## config.mk

```make
export PLATFORM = sky130hd
export DESIGN_NAME = vchan_csr_block
export DESIGN_NICKNAME = d
export VERILOG_FILES = /design/src/rtl/vchan_csr_pkg.sv /design/src/rtl/vchan_reset_seq.sv /design/src/rtl/vchan_frame_coalesce.sv /design/src/rtl/vchan_status_flags.sv /design/src/rtl/vchan_csr_block.sv
export SDC_FILE = /design/constraint.sdc
export NUM_CORES = 1
export LEC_CHECK = 0
export BUFFER_PORTS_ARGS = -buffer_cell sky130_fd_sc_hd__buf_2
export CORE_MARGIN = 4
export CORE_UTILIZATION = 43
export DETAILED_ROUTE_END_ITERATION = 12
export GPL_TIMING_DRIVEN = 0
export PLACE_DENSITY_LB_ADDON = 0.15
export SYNTH_ARGS = -nofsm -noshare
export SYNTH_HDL_FRONTEND = slang
export SYNTH_SLANG_ARGS = --single-unit
```

## constraint.sdc

```tcl
create_clock -name clk -period 3.05 [get_ports clk]
set_input_delay 0 -clock clk [delete_from_list [all_inputs] [get_ports clk]]
set_output_delay 0 -clock clk [all_outputs]
set_load 0.03 [all_outputs]
```

## src/rtl/vchan_csr_pkg.sv

```systemverilog
package vchan_csr_pkg;
  localparam int WORD_W   = 32;
  localparam int N_ERR    = 9;
  localparam int CNT_W    = 8;

  // control word positions
  localparam int C_RUN    = 0;
  localparam int C_SRST   = 2;
  localparam int C_IE_LO  = 12;
  localparam int C_COAL   = 16;
  localparam int C_DLY    = 24;

  // status word positions
  localparam int S_HALT   = 0;
  localparam int S_IDLE   = 1;
  localparam int S_FLG_LO = 12;
  localparam int S_FCNT   = 16;
  localparam int S_DCNT   = 24;

  // error indexes that software may clear: internal, sof-early, eof-early, sof-late
  localparam logic [N_ERR-1:0] RECOV_IDX = 9'b010011001;

  function automatic int err_pos(input int idx);
    return (idx < 8) ? (4 + idx) : 15;
  endfunction
endpackage

```

## src/rtl/vchan_reset_seq.sv

```systemverilog
module vchan_reset_seq #(
  parameter int RST_CYCLES = 8
) (
  input  logic clk,
  input  logic rst_n,
  input  logic start,
  output logic busy,
  output logic done
);
  localparam int CW = $clog2(RST_CYCLES + 1);
  logic [CW-1:0] cnt_q;

  always_ff @(posedge clk or negedge rst_n) begin
    if (!rst_n)                   cnt_q <= '0;
    else if (start && cnt_q == 0) cnt_q <= CW'(RST_CYCLES);
    else if (cnt_q != 0)          cnt_q <= cnt_q - 1'b1;
  end

  assign busy = (cnt_q != 0);
  assign done = (cnt_q == CW'(1));

  // the sequence ends on the edge after its last busy cycle
  a_r4_done_ends_busy: assert property (@(posedge clk) disable iff (!rst_n)
    done |=> !busy);
endmodule

```

## src/rtl/vchan_frame_coalesce.sv

```systemverilog
module vchan_frame_coalesce #(
  parameter int CNT_W = 8
) (
  input  logic             clk,
  input  logic             rst_n,
  input  logic             clr,
  input  logic             active,
  input  logic             frame_done,
  input  logic [CNT_W-1:0] coalesce,
  input  logic [CNT_W-1:0] delay,
  output logic             frm_hit,
  output logic             dly_hit,
  output logic [CNT_W-1:0] frm_cnt,
  output logic [CNT_W-1:0] dly_cnt
);
  logic [CNT_W-1:0] target;
  logic [CNT_W:0]   frm_nxt, dly_nxt;
  logic             timing;

  assign target  = (coalesce == 0) ? CNT_W'(1) : coalesce;
  assign frm_nxt = {1'b0, frm_cnt} + 1'b1;
  assign dly_nxt = {1'b0, dly_cnt} + 1'b1;
  assign timing  = active && (delay != 0) && (frm_cnt != 0) && !frame_done;
  assign frm_hit = active && frame_done && (frm_nxt >= {1'b0, target});
  assign dly_hit = timing && (dly_nxt == {1'b0, delay});

  always_ff @(posedge clk or negedge rst_n) begin
    if (!rst_n) begin
      frm_cnt <= '0;
      dly_cnt <= '0;
    end else if (clr) begin
      frm_cnt <= '0;
      dly_cnt <= '0;
    end else if (active && frame_done) begin
      frm_cnt <= frm_hit ? '0 : frm_nxt[CNT_W-1:0];
      dly_cnt <= '0;
    end else if (dly_hit || !timing) begin
      dly_cnt <= '0;
    end else begin
      dly_cnt <= dly_nxt[CNT_W-1:0];
    end
  end

  // a completed group reloads the frame count to zero
  a_r5_reload: assert property (@(posedge clk) disable iff (!rst_n)
    (frm_hit && !clr) |=> (frm_cnt == 0));
  // the delay timer restarts when it expires
  a_r7_dly_restart: assert property (@(posedge clk) disable iff (!rst_n)
    (dly_hit && !clr) |=> (dly_cnt == 0));
endmodule

```

## src/rtl/vchan_status_flags.sv

```systemverilog
module vchan_status_flags
  import vchan_csr_pkg::*;
#(
  parameter bit FLUSH_ON_FSYNC = 1'b1
) (
  input  logic              clk,
  input  logic              rst_n,
  input  logic              clr,
  input  logic [N_ERR-1:0]  err_evt,
  input  logic              frm_hit,
  input  logic              dly_hit,
  input  logic              w1c_en,
  input  logic [15:0]       w1c_data,
  input  logic [2:0]        irq_en,
  output logic [15:0]       flag_word,
  output logic              irq
);
  localparam logic [N_ERR-1:0] FATAL = FLUSH_ON_FSYNC ? ~RECOV_IDX : '1;

  logic [N_ERR-1:0] err_q;
  logic [2:0]       flg_q;
  logic [2:0]       flg_set;

  for (genvar g = 0; g < N_ERR; g++) begin : g_err
    localparam int P = err_pos(g);
    logic clr_ok;
    assign clr_ok = FLUSH_ON_FSYNC && RECOV_IDX[g] && w1c_en && w1c_data[P];
    always_ff @(posedge clk or negedge rst_n) begin
      if (!rst_n)          err_q[g] <= 1'b0;
      else if (clr)        err_q[g] <= 1'b0;
      else if (err_evt[g]) err_q[g] <= 1'b1;
      else if (clr_ok)     err_q[g] <= 1'b0;
    end
  end

  assign flg_set = {|err_evt, dly_hit, frm_hit};

  for (genvar f = 0; f < 3; f++) begin : g_flg
    always_ff @(posedge clk or negedge rst_n) begin
      if (!rst_n)                                 flg_q[f] <= 1'b0;
      else if (clr)                               flg_q[f] <= 1'b0;
      else if (flg_set[f])                        flg_q[f] <= 1'b1;
      else if (w1c_en && w1c_data[S_FLG_LO + f])  flg_q[f] <= 1'b0;
    end
  end

  always_comb begin
    flag_word = '0;
    for (int i = 0; i < N_ERR; i++) flag_word[err_pos(i)] = err_q[i];
    flag_word[S_FLG_LO +: 3] = flg_q;
  end

  assign irq = |(flg_q & irq_en);

  // non-recoverable errors never clear except through reset
  a_r10_fatal_sticky: assert property (@(posedge clk) disable iff (!rst_n)
    !clr |=> ((err_q & $past(err_q) & FATAL) == ($past(err_q) & FATAL)));
  // the frame flag only rises after a completed group
  a_r5_flag_source: assert property (@(posedge clk) disable iff (!rst_n)
    $rose(flg_q[0]) |-> $past(frm_hit));
  // the error flag only rises after an error event
  a_r8_err_flag_source: assert property (@(posedge clk) disable iff (!rst_n)
    $rose(flg_q[2]) |-> $past(|err_evt));
endmodule

```

## src/rtl/vchan_csr_block.sv

```systemverilog
module vchan_csr_block
  import vchan_csr_pkg::*;
#(
  parameter int RST_CYCLES     = 8,
  parameter bit FLUSH_ON_FSYNC = 1'b1,
  parameter int MASTER_W       = 4
) (
  input  logic              clk,
  input  logic              rst_n,
  input  logic              csr_wr,
  input  logic              csr_sel,
  input  logic [WORD_W-1:0] csr_wdata,
  output logic [WORD_W-1:0] csr_rdata,
  input  logic              frame_done,
  input  logic [N_ERR-1:0]  err_evt,
  input  logic              dp_idle,
  output logic              dp_run,
  output logic              irq
);
  localparam logic [WORD_W-1:0] CTRL_MASK =
    32'hFFFF_707B | (((32'd1 << MASTER_W) - 32'd1) << 8);

  logic [WORD_W-1:0] ctrl_q;
  logic              halted_q;
  logic              rst_busy, rst_done, rst_start;
  logic              wr_ctrl, wr_stat, active;
  logic              frm_hit, dly_hit;
  logic [CNT_W-1:0]  frm_cnt, dly_cnt;
  logic [15:0]       flag_word;
  logic [WORD_W-1:0] stat_word;

  assign wr_ctrl   = csr_wr && !csr_sel && !rst_busy;
  assign wr_stat   = csr_wr &&  csr_sel && !rst_busy;
  assign rst_start = wr_ctrl && csr_wdata[C_SRST];
  assign active    = !halted_q && !rst_busy;
  assign dp_run    = active;

  always_ff @(posedge clk or negedge rst_n) begin
    if (!rst_n) begin
      ctrl_q   <= '0;
      halted_q <= 1'b1;
    end else if (rst_done) begin
      ctrl_q   <= '0;
      halted_q <= 1'b1;
    end else begin
      if (wr_ctrl && !csr_wdata[C_SRST]) ctrl_q <= csr_wdata & CTRL_MASK;
      if (ctrl_q[C_RUN])                 halted_q <= 1'b0;
      else if (dp_idle)                  halted_q <= 1'b1;
    end
  end

  vchan_reset_seq #(.RST_CYCLES(RST_CYCLES)) u_rst (
    .clk(clk), .rst_n(rst_n), .start(rst_start), .busy(rst_busy), .done(rst_done)
  );

  vchan_frame_coalesce #(.CNT_W(CNT_W)) u_coal (
    .clk(clk), .rst_n(rst_n), .clr(rst_done), .active(active),
    .frame_done(frame_done),
    .coalesce(ctrl_q[C_COAL +: CNT_W]), .delay(ctrl_q[C_DLY +: CNT_W]),
    .frm_hit(frm_hit), .dly_hit(dly_hit), .frm_cnt(frm_cnt), .dly_cnt(dly_cnt)
  );

  vchan_status_flags #(.FLUSH_ON_FSYNC(FLUSH_ON_FSYNC)) u_flags (
    .clk(clk), .rst_n(rst_n), .clr(rst_done), .err_evt(err_evt),
    .frm_hit(frm_hit), .dly_hit(dly_hit), .w1c_en(wr_stat),
    .w1c_data(csr_wdata[15:0]), .irq_en(ctrl_q[C_IE_LO +: 3]),
    .flag_word(flag_word), .irq(irq)
  );

  always_comb begin
    stat_word                  = {16'h0, flag_word};
    stat_word[S_HALT]          = halted_q;
    stat_word[S_IDLE]          = dp_idle;
    stat_word[S_FCNT +: CNT_W] = frm_cnt;
    stat_word[S_DCNT +: CNT_W] = dly_cnt;
  end

  assign csr_rdata = csr_sel ? stat_word
                             : (ctrl_q | (WORD_W'(rst_busy) << C_SRST));

  // a stopped, idle channel reports halted on the next edge
  a_r3_halt_on_stop: assert property (@(posedge clk) disable iff (!rst_n)
    (!ctrl_q[C_RUN] && dp_idle && !rst_busy) |=> halted_q);
  // a running request is acknowledged on the next edge
  a_r3_run_ack: assert property (@(posedge clk) disable iff (!rst_n)
    (ctrl_q[C_RUN] && !rst_busy) |=> !halted_q);
  // completing a soft reset leaves the control word empty
  a_r4_ctrl_cleared: assert property (@(posedge clk) disable iff (!rst_n)
    rst_done |=> (ctrl_q == '0 && halted_q));
endmodule

```

== Word level (Yosys, flattened, before mapping) ==
Index checks and enable logic that the tools add are counted.

* Eq/ne operators: 2
* Bitwise logic cells: 2
* Multiplexer cells: 46
* Reductions and logical operators: 51
* Add/subtract/negate cells: 3
* Order comparisons: 1

{| class="wikitable"
|+ Operator list
! cell !! number
|-
| two-way mux 32 bit || 3
|-
| two-way mux 8 bit || 7
|-
| two-way mux 1 bit || 34
|-
| bitwise OR 32 x 3 -> 32 bit || 1
|-
| nonzero test 3 bit || 8
|-
| logical AND 1 bit || 21
|-
| adder 8 x 1 -> 9 bit, second input constant || 2
|-
| nonzero test 2 bit || 8
|-
| nonzero test 8 bit || 2
|-
| equality test 9 x 8 -> 1 bit || 1
|-
| greater-or-equal comparator 9 x 8 -> 1 bit || 1
|-
| OR reduction 9 bit || 1
|-
| logical NOT 8 bit || 1
|-
| two-way mux 4 bit || 2
|-
| logical NOT 1 bit || 6
|-
| equality test 4 x 1 -> 1 bit, second input constant || 1
|-
| logical NOT 4 bit || 1
|-
| nonzero test 4 bit || 1
|-
| subtractor 4 x 1 -> 4 bit, second input constant || 1
|-
| AND 3 bit || 1
|-
| OR reduction 3 bit || 1
|-
| logical OR 1 bit || 1
|}

* Logic and storage cells: 122
* Bits of input ports: 47
* Output and inout bits: 34
* Register bits after elaboration: 65

== Longest topological paths before layout ==
* Depth in word-level cells: 11
* Mapped depth: 11
* Gate-level depth less buffers: 11

== Cells and area by module ==
From an unflattened synthesis, not the netlist that was laid out.

* Cells, all modules: 334
* Area, all modules: 3624.7 sq um

{| class="wikitable"
|+ Modules (own cells, without submodules)
! module !! area an instance (sq um) !! cells an instance !! times used !! sequential area each (sq um)
|-
| vchan_csr_block || 1488.9 || 111 || 1 || 752.0
|-
| vchan_frame_coalesce || 1361.3 || 152 || 1 || 400.4
|-
| vchan_status_flags || 529.3 || 47 || 1 || 300.3
|-
| vchan_reset_seq || 245.2 || 24 || 1 || 100.1
|}

== Worst setup path after synthesis ==
OpenSTA, ideal clock, no wires.

* Path kind: reg-to-reg
* From: register u_coal.frm_cnt[0]
* To: register u_coal.frm_cnt[2]
* Cell stages (with the launch flop): 12
* Path buffers: 0
* Clock period less this slack: 2840 ps
* Arrival: 2753 ps
* Required time: 2963 ps
* Slack: 210 ps
* Setup time: 87 ps
* Cells stage by stage: dfrtp_1 > ha_1 > and3_1 > nand3_1 > and2_1 > or2_2 > ha_1 > a21o_1 > a21o_1 > a311oi_1 > o21ai_0 > o211ai_1

* Word-level cells in the longest chain between the ends: 6

{| class="wikitable"
|+ RTL lines
! what !! line !! source
|-
| from (decl) || vchan_frame_coalesce.sv:13 || <nowiki>output logic [CNT_W-1:0] frm_cnt,</nowiki>
|-
| from (signal assigned) || vchan_frame_coalesce.sv:35 || <nowiki>frm_cnt <= frm_hit ? '0 : frm_nxt[CNT_W-1:0];</nowiki>
|-
| adder 8 x 1 -> 9 bit * || vchan_frame_coalesce.sv:21 || <nowiki>assign frm_nxt = {1'b0, frm_cnt} + 1'b1;</nowiki>
|-
| greater-or-equal comparator 9 x 8 -> 1 bit || vchan_frame_coalesce.sv:24 || <nowiki>assign frm_hit = active && frame_done && (frm_nxt >= {1'b0, target});</nowiki>
|-
| logical AND 1 bit || vchan_frame_coalesce.sv:24 ||
|-
| two-way mux 8 bit * || vchan_frame_coalesce.sv:35 ||
|-
| two-way mux 8 bit * || vchan_frame_coalesce.sv:34 || <nowiki>end else if (active && frame_done) begin</nowiki>
|-
| two-way mux 8 bit * || vchan_frame_coalesce.sv:31 || <nowiki>end else if (clr) begin</nowiki>
|}

Mark *: on every way between the ends. The rest lies on a longest branch, timed or not. The select of a mux whose other input is x is not followed.
A chain may end at the register's enable or synchronous reset.

== Worst setup path after layout ==
* From: register ctrl_q[21]
* To: register u_coal.frm_cnt[7]

* Word-level cells in the longest chain between the ends: 7

{| class="wikitable"
|+ RTL lines
! what !! line !! source
|-
| from (decl) || vchan_csr_block.sv:23 || <nowiki>logic [WORD_W-1:0] ctrl_q;</nowiki>
|-
| from (signal assigned) || vchan_csr_block.sv:46 || <nowiki>if (wr_ctrl && !csr_wdata[C_SRST]) ctrl_q <= csr_wdata & CTRL_MASK;</nowiki>
|-
| logical NOT 8 bit || vchan_frame_coalesce.sv:20 || <nowiki>assign target = (coalesce == 0) ? CNT_W'(1) : coalesce;</nowiki>
|-
| two-way mux 8 bit * || vchan_frame_coalesce.sv:20 ||
|-
| greater-or-equal comparator 9 x 8 -> 1 bit * || vchan_frame_coalesce.sv:24 ||
|-
| logical AND 1 bit * || vchan_frame_coalesce.sv:24 ||
|-
| two-way mux 8 bit * || vchan_frame_coalesce.sv:35 ||
|-
| two-way mux 8 bit * || vchan_frame_coalesce.sv:34 ||
|-
| two-way mux 8 bit * || vchan_frame_coalesce.sv:31 ||
|}

Marked as above.

==> run metrics <==
aggregate global routing overflow 0; largest net degree at the start of global routing 63; synth-to-layout area growth 35.0%; Hold Vio Cnt, Final 0; Slew @ Worst Pin between 0.8 and 0.9 ns; post-synthesis instance total ~400; CP max stage cell a31oi_1; Hold WS 0.0384 ns; core area between 0.007 and 0.008 sq mm; Pre-antenna DRT Iters 4; RR Endpoint u_coal.frm_cnt[7]; fin crit share 0.956; first-pass GRT wire length approximately 16 mm; post-synthesis sequential area ratio 0.438; clock share of power 0.235; 1st-iter DRT viols roughly 90; Critical Path Sink Type flip-flop; headroom to the max-slew limit 0.465; Pint 2070 uW; clock sinks between 60 and 70; Worst setup SP type flip-flop; Net Count, Synth 459; WL final 9.85 mm; post-synth cell types 45; H-Tree Depth 3; crit path launch ctrl_q[21]; Fmax 0.343 GHz; CTS buffer count 9; Worst-Skew Late Latency between 0.3 and 0.4 ns; Die Width 98.8 um; Mapped Area around 0.0035 sq mm; Overall Global Routing Usage 0.208; combinational group share of total power 0.409; HP Class in -> reg; site row count 32; Reg-to-Reg Start ctrl_q[21]; Pleak approximately 0.0022 uW; Top FF cell, synth dfrtp_1; total power roughly 3500 uW; DR vias between 3,000 and 4,000; Critical Path Max Stage Delay ~0.6 ns; Port Buffers a little under 80; yosys warns 0; Vias per Instance a little over 5; routability cong. around 0.82; nets@finish roughly 600; initial antenna violation count 0; die area around 0.01 sq mm; Root Driver clkbuf_8; CTS tree built; Tmin final slightly below 3 ns; clk buf depth 2; DRC viols 0; critical path cell sequence nor4_1 -> a41o_1 -> ha_1 -> nand2b_1 -> a2111o_1 -> a31oi_1 -> o21a_1 -> a22o_1; ANT nets after route 0; Fin Setup TNS 0 ns; WS Path Type reg -> reg; Final setup viols 0; Sw Ratio 0.405; syn avg cell area 8.89 sq um; worst reg2reg path depth 8; flops & latches, synth 62; cell area power density between 700 and 800 mW/mm^2; critical path endpoint u_coal.frm_cnt[7]; I/O pins about 80; DR WL/cell ~15 um; max-cap violations 0; n_diodes 0; Async SR Flop Fraction 1.00; Post-synth EDFFs 0; DP HPWL roughly 6.8 mm; status finished clean; Arr. time, crit path 3.19 ns; Die Y 98.8 um; crit path max fanout 7; flop2flop setup slack around 0.14 ns; Max IR drop VDD roughly 0.0004 V; RSZ-0062 raised after global routing no; Sequential Power Share 0.356; Pins Over Slew Limit 0; vias in the first global route 3,330; clk_skew between 0.009 and 0.01 ns; Clock Pin Slew Worst Setup and Hold Paths approximately 0.07 ns; fraction of final layout cells with drive strength greater than 1 0.253; Starting Density 0.450; NetSw between 1000 and 1500 uW; Crit path required time about 3.3 ns
-- placed cells by master (no fill, tap or decap), drive strengths merged, types with 10 or more instances in the layout --
cell / count
xnor2: 10
inv: 17
mux2: 19
dfrtp: 61
dlygate4sd3: 43
nand3: 11
a21oi: 36
ha: 13
nor2: 33
o21ai: 17
buf: 85
clkbuf: 25
nand2: 88
-- final cells by class --
class | count | area [sq um]
plain buffers | 20 | 81.3
clock buffers | 9 | 124
clock inverters | 7 | 98.8
fillers | 671 | 3100
inverters | 17 | 63.8
multi-input cells | 299 | 1890
flip-flops and latches | 62 | 1560
well taps | 102 | 128
repair buffers | 124 | 846
-- cells in the mapped netlist (2+ instances only) --
master	number	area share
nor4_1	6	0.011
clkbuf_1	17	0.018
a31oi_1	5	0.0088
a22o_1	4	0.0099
o31ai_1	2	0.0042
inv_1	17	0.018
nor2_1	33	0.035
mux2_2	19	0.060
a21oi_1	36	0.051
nor3b_1	3	0.0063
xor2_1	8	0.020
ha_1	13	0.046
nor3_1	3	0.0042
o211ai_1	6	0.013
a21o_1	3	0.0063
dfrtp_1	61	0.43
nand2_1	88	0.093
xnor2_1	10	0.025
o21a_1	2	0.0042
buf_2	2	0.0028
o21ai_0	17	0.024
and3_1	4	0.0071
nor2b_1	2	0.0035
nand3_1	11	0.016
nand2b_1	3	0.0053
xnor3_2	2	0.013
and2_1	4	0.0071
-- what timing repair did --
action	CTS	global route
gates resized for setup	2	9
setup endpoints to repair	7	10
endpoints found under the hold margin	103	0
pin swaps	0	1
setup buffers	0	3
hold buffers	43	0
-- worst min-delay path by stage --
stage                       from                     to  slack, ns  cells after the start
floorplan                  rst_n              ctrl_q[0]      -0.30                      0
global placement      err_evt[6]  u_flags.flag_word[10]       0.23                      3
detailed placement         rst_n      u_coal.frm_cnt[2]       0.15                      1
CTS                 csr_wdata[2]         u_rst.cnt_q[1]       0.02                      4
global route        csr_wdata[2]         u_rst.cnt_q[3]       0.05                      3
finish              csr_wdata[2]         u_rst.cnt_q[1]       0.04                      4
-- logic make-up (layout without fill, tap and decap cells) --
family / after synthesis / in the layout / share of synthesized area
muxes: 19 / 19 / 0.0603
xor gates and xnor gates: 21 / 21 / 0.0649
and+or+nand+nor: 165 / 165 / 0.207
DFF: 62 / 62 / 0.438
buffers and inverters: 38 / 177 / 0.0420
AOI/OAI and AO/OA: 81 / 81 / 0.143
adders and majority gates: 13 / 13 / 0.0459
-- routing by layer --
metal	part of all wire	GRT usage
met5	0	0
met4	0.020	0.0861
met3	0.053	0.0375
met2	0.48	0.332
met1	0.45	0.280
-- power groups by stage --
stage               Combinational, uW  Sequential (uW)  Clock, uW
detailed placement               1350             1250          0
global placement                 1320             1230          0
floorplan                         996             1190          0
finish                           1420             1240        817
CTS                              1400             1230        835
global route                     1560             1270        868
-- critical path: cells and delay by family, from the launching register on --
kind | cells | cell delay [ns]
flops | 1 | 0.40
simple gates | 2 | 0.53
fa+ha+maj | 1 | 0.22
compound gates | 5 | 1.70
-- per-stage QoR --
stage | instances | setup slack, ns | util | cell area, sq um
3_5_place_dp | 579 | -0.193 | 0.516 | 4070
5_1_grt | 640 | 0.00959 | 0.607 | 4790
4_1_cts | 638 | 0.0125 | 0.599 | 4730
3_3_place_gp | 579 | -0.159 | 0.515 | 4070
2_1_floorplan | 399 | 0.210 | - | 3550
6_report | 640 | 0.135 | 0.607 | 4790
-- state kept, by name (all words and copies together) (netlist names) --
signal	cells
halted_q	1
u_rst.cnt_q	4
u_coal.dly_cnt	8
ctrl_q	29
u_coal.frm_cnt	8
u_flags.flag_word	12
Power figures use the tool's default switching activity.
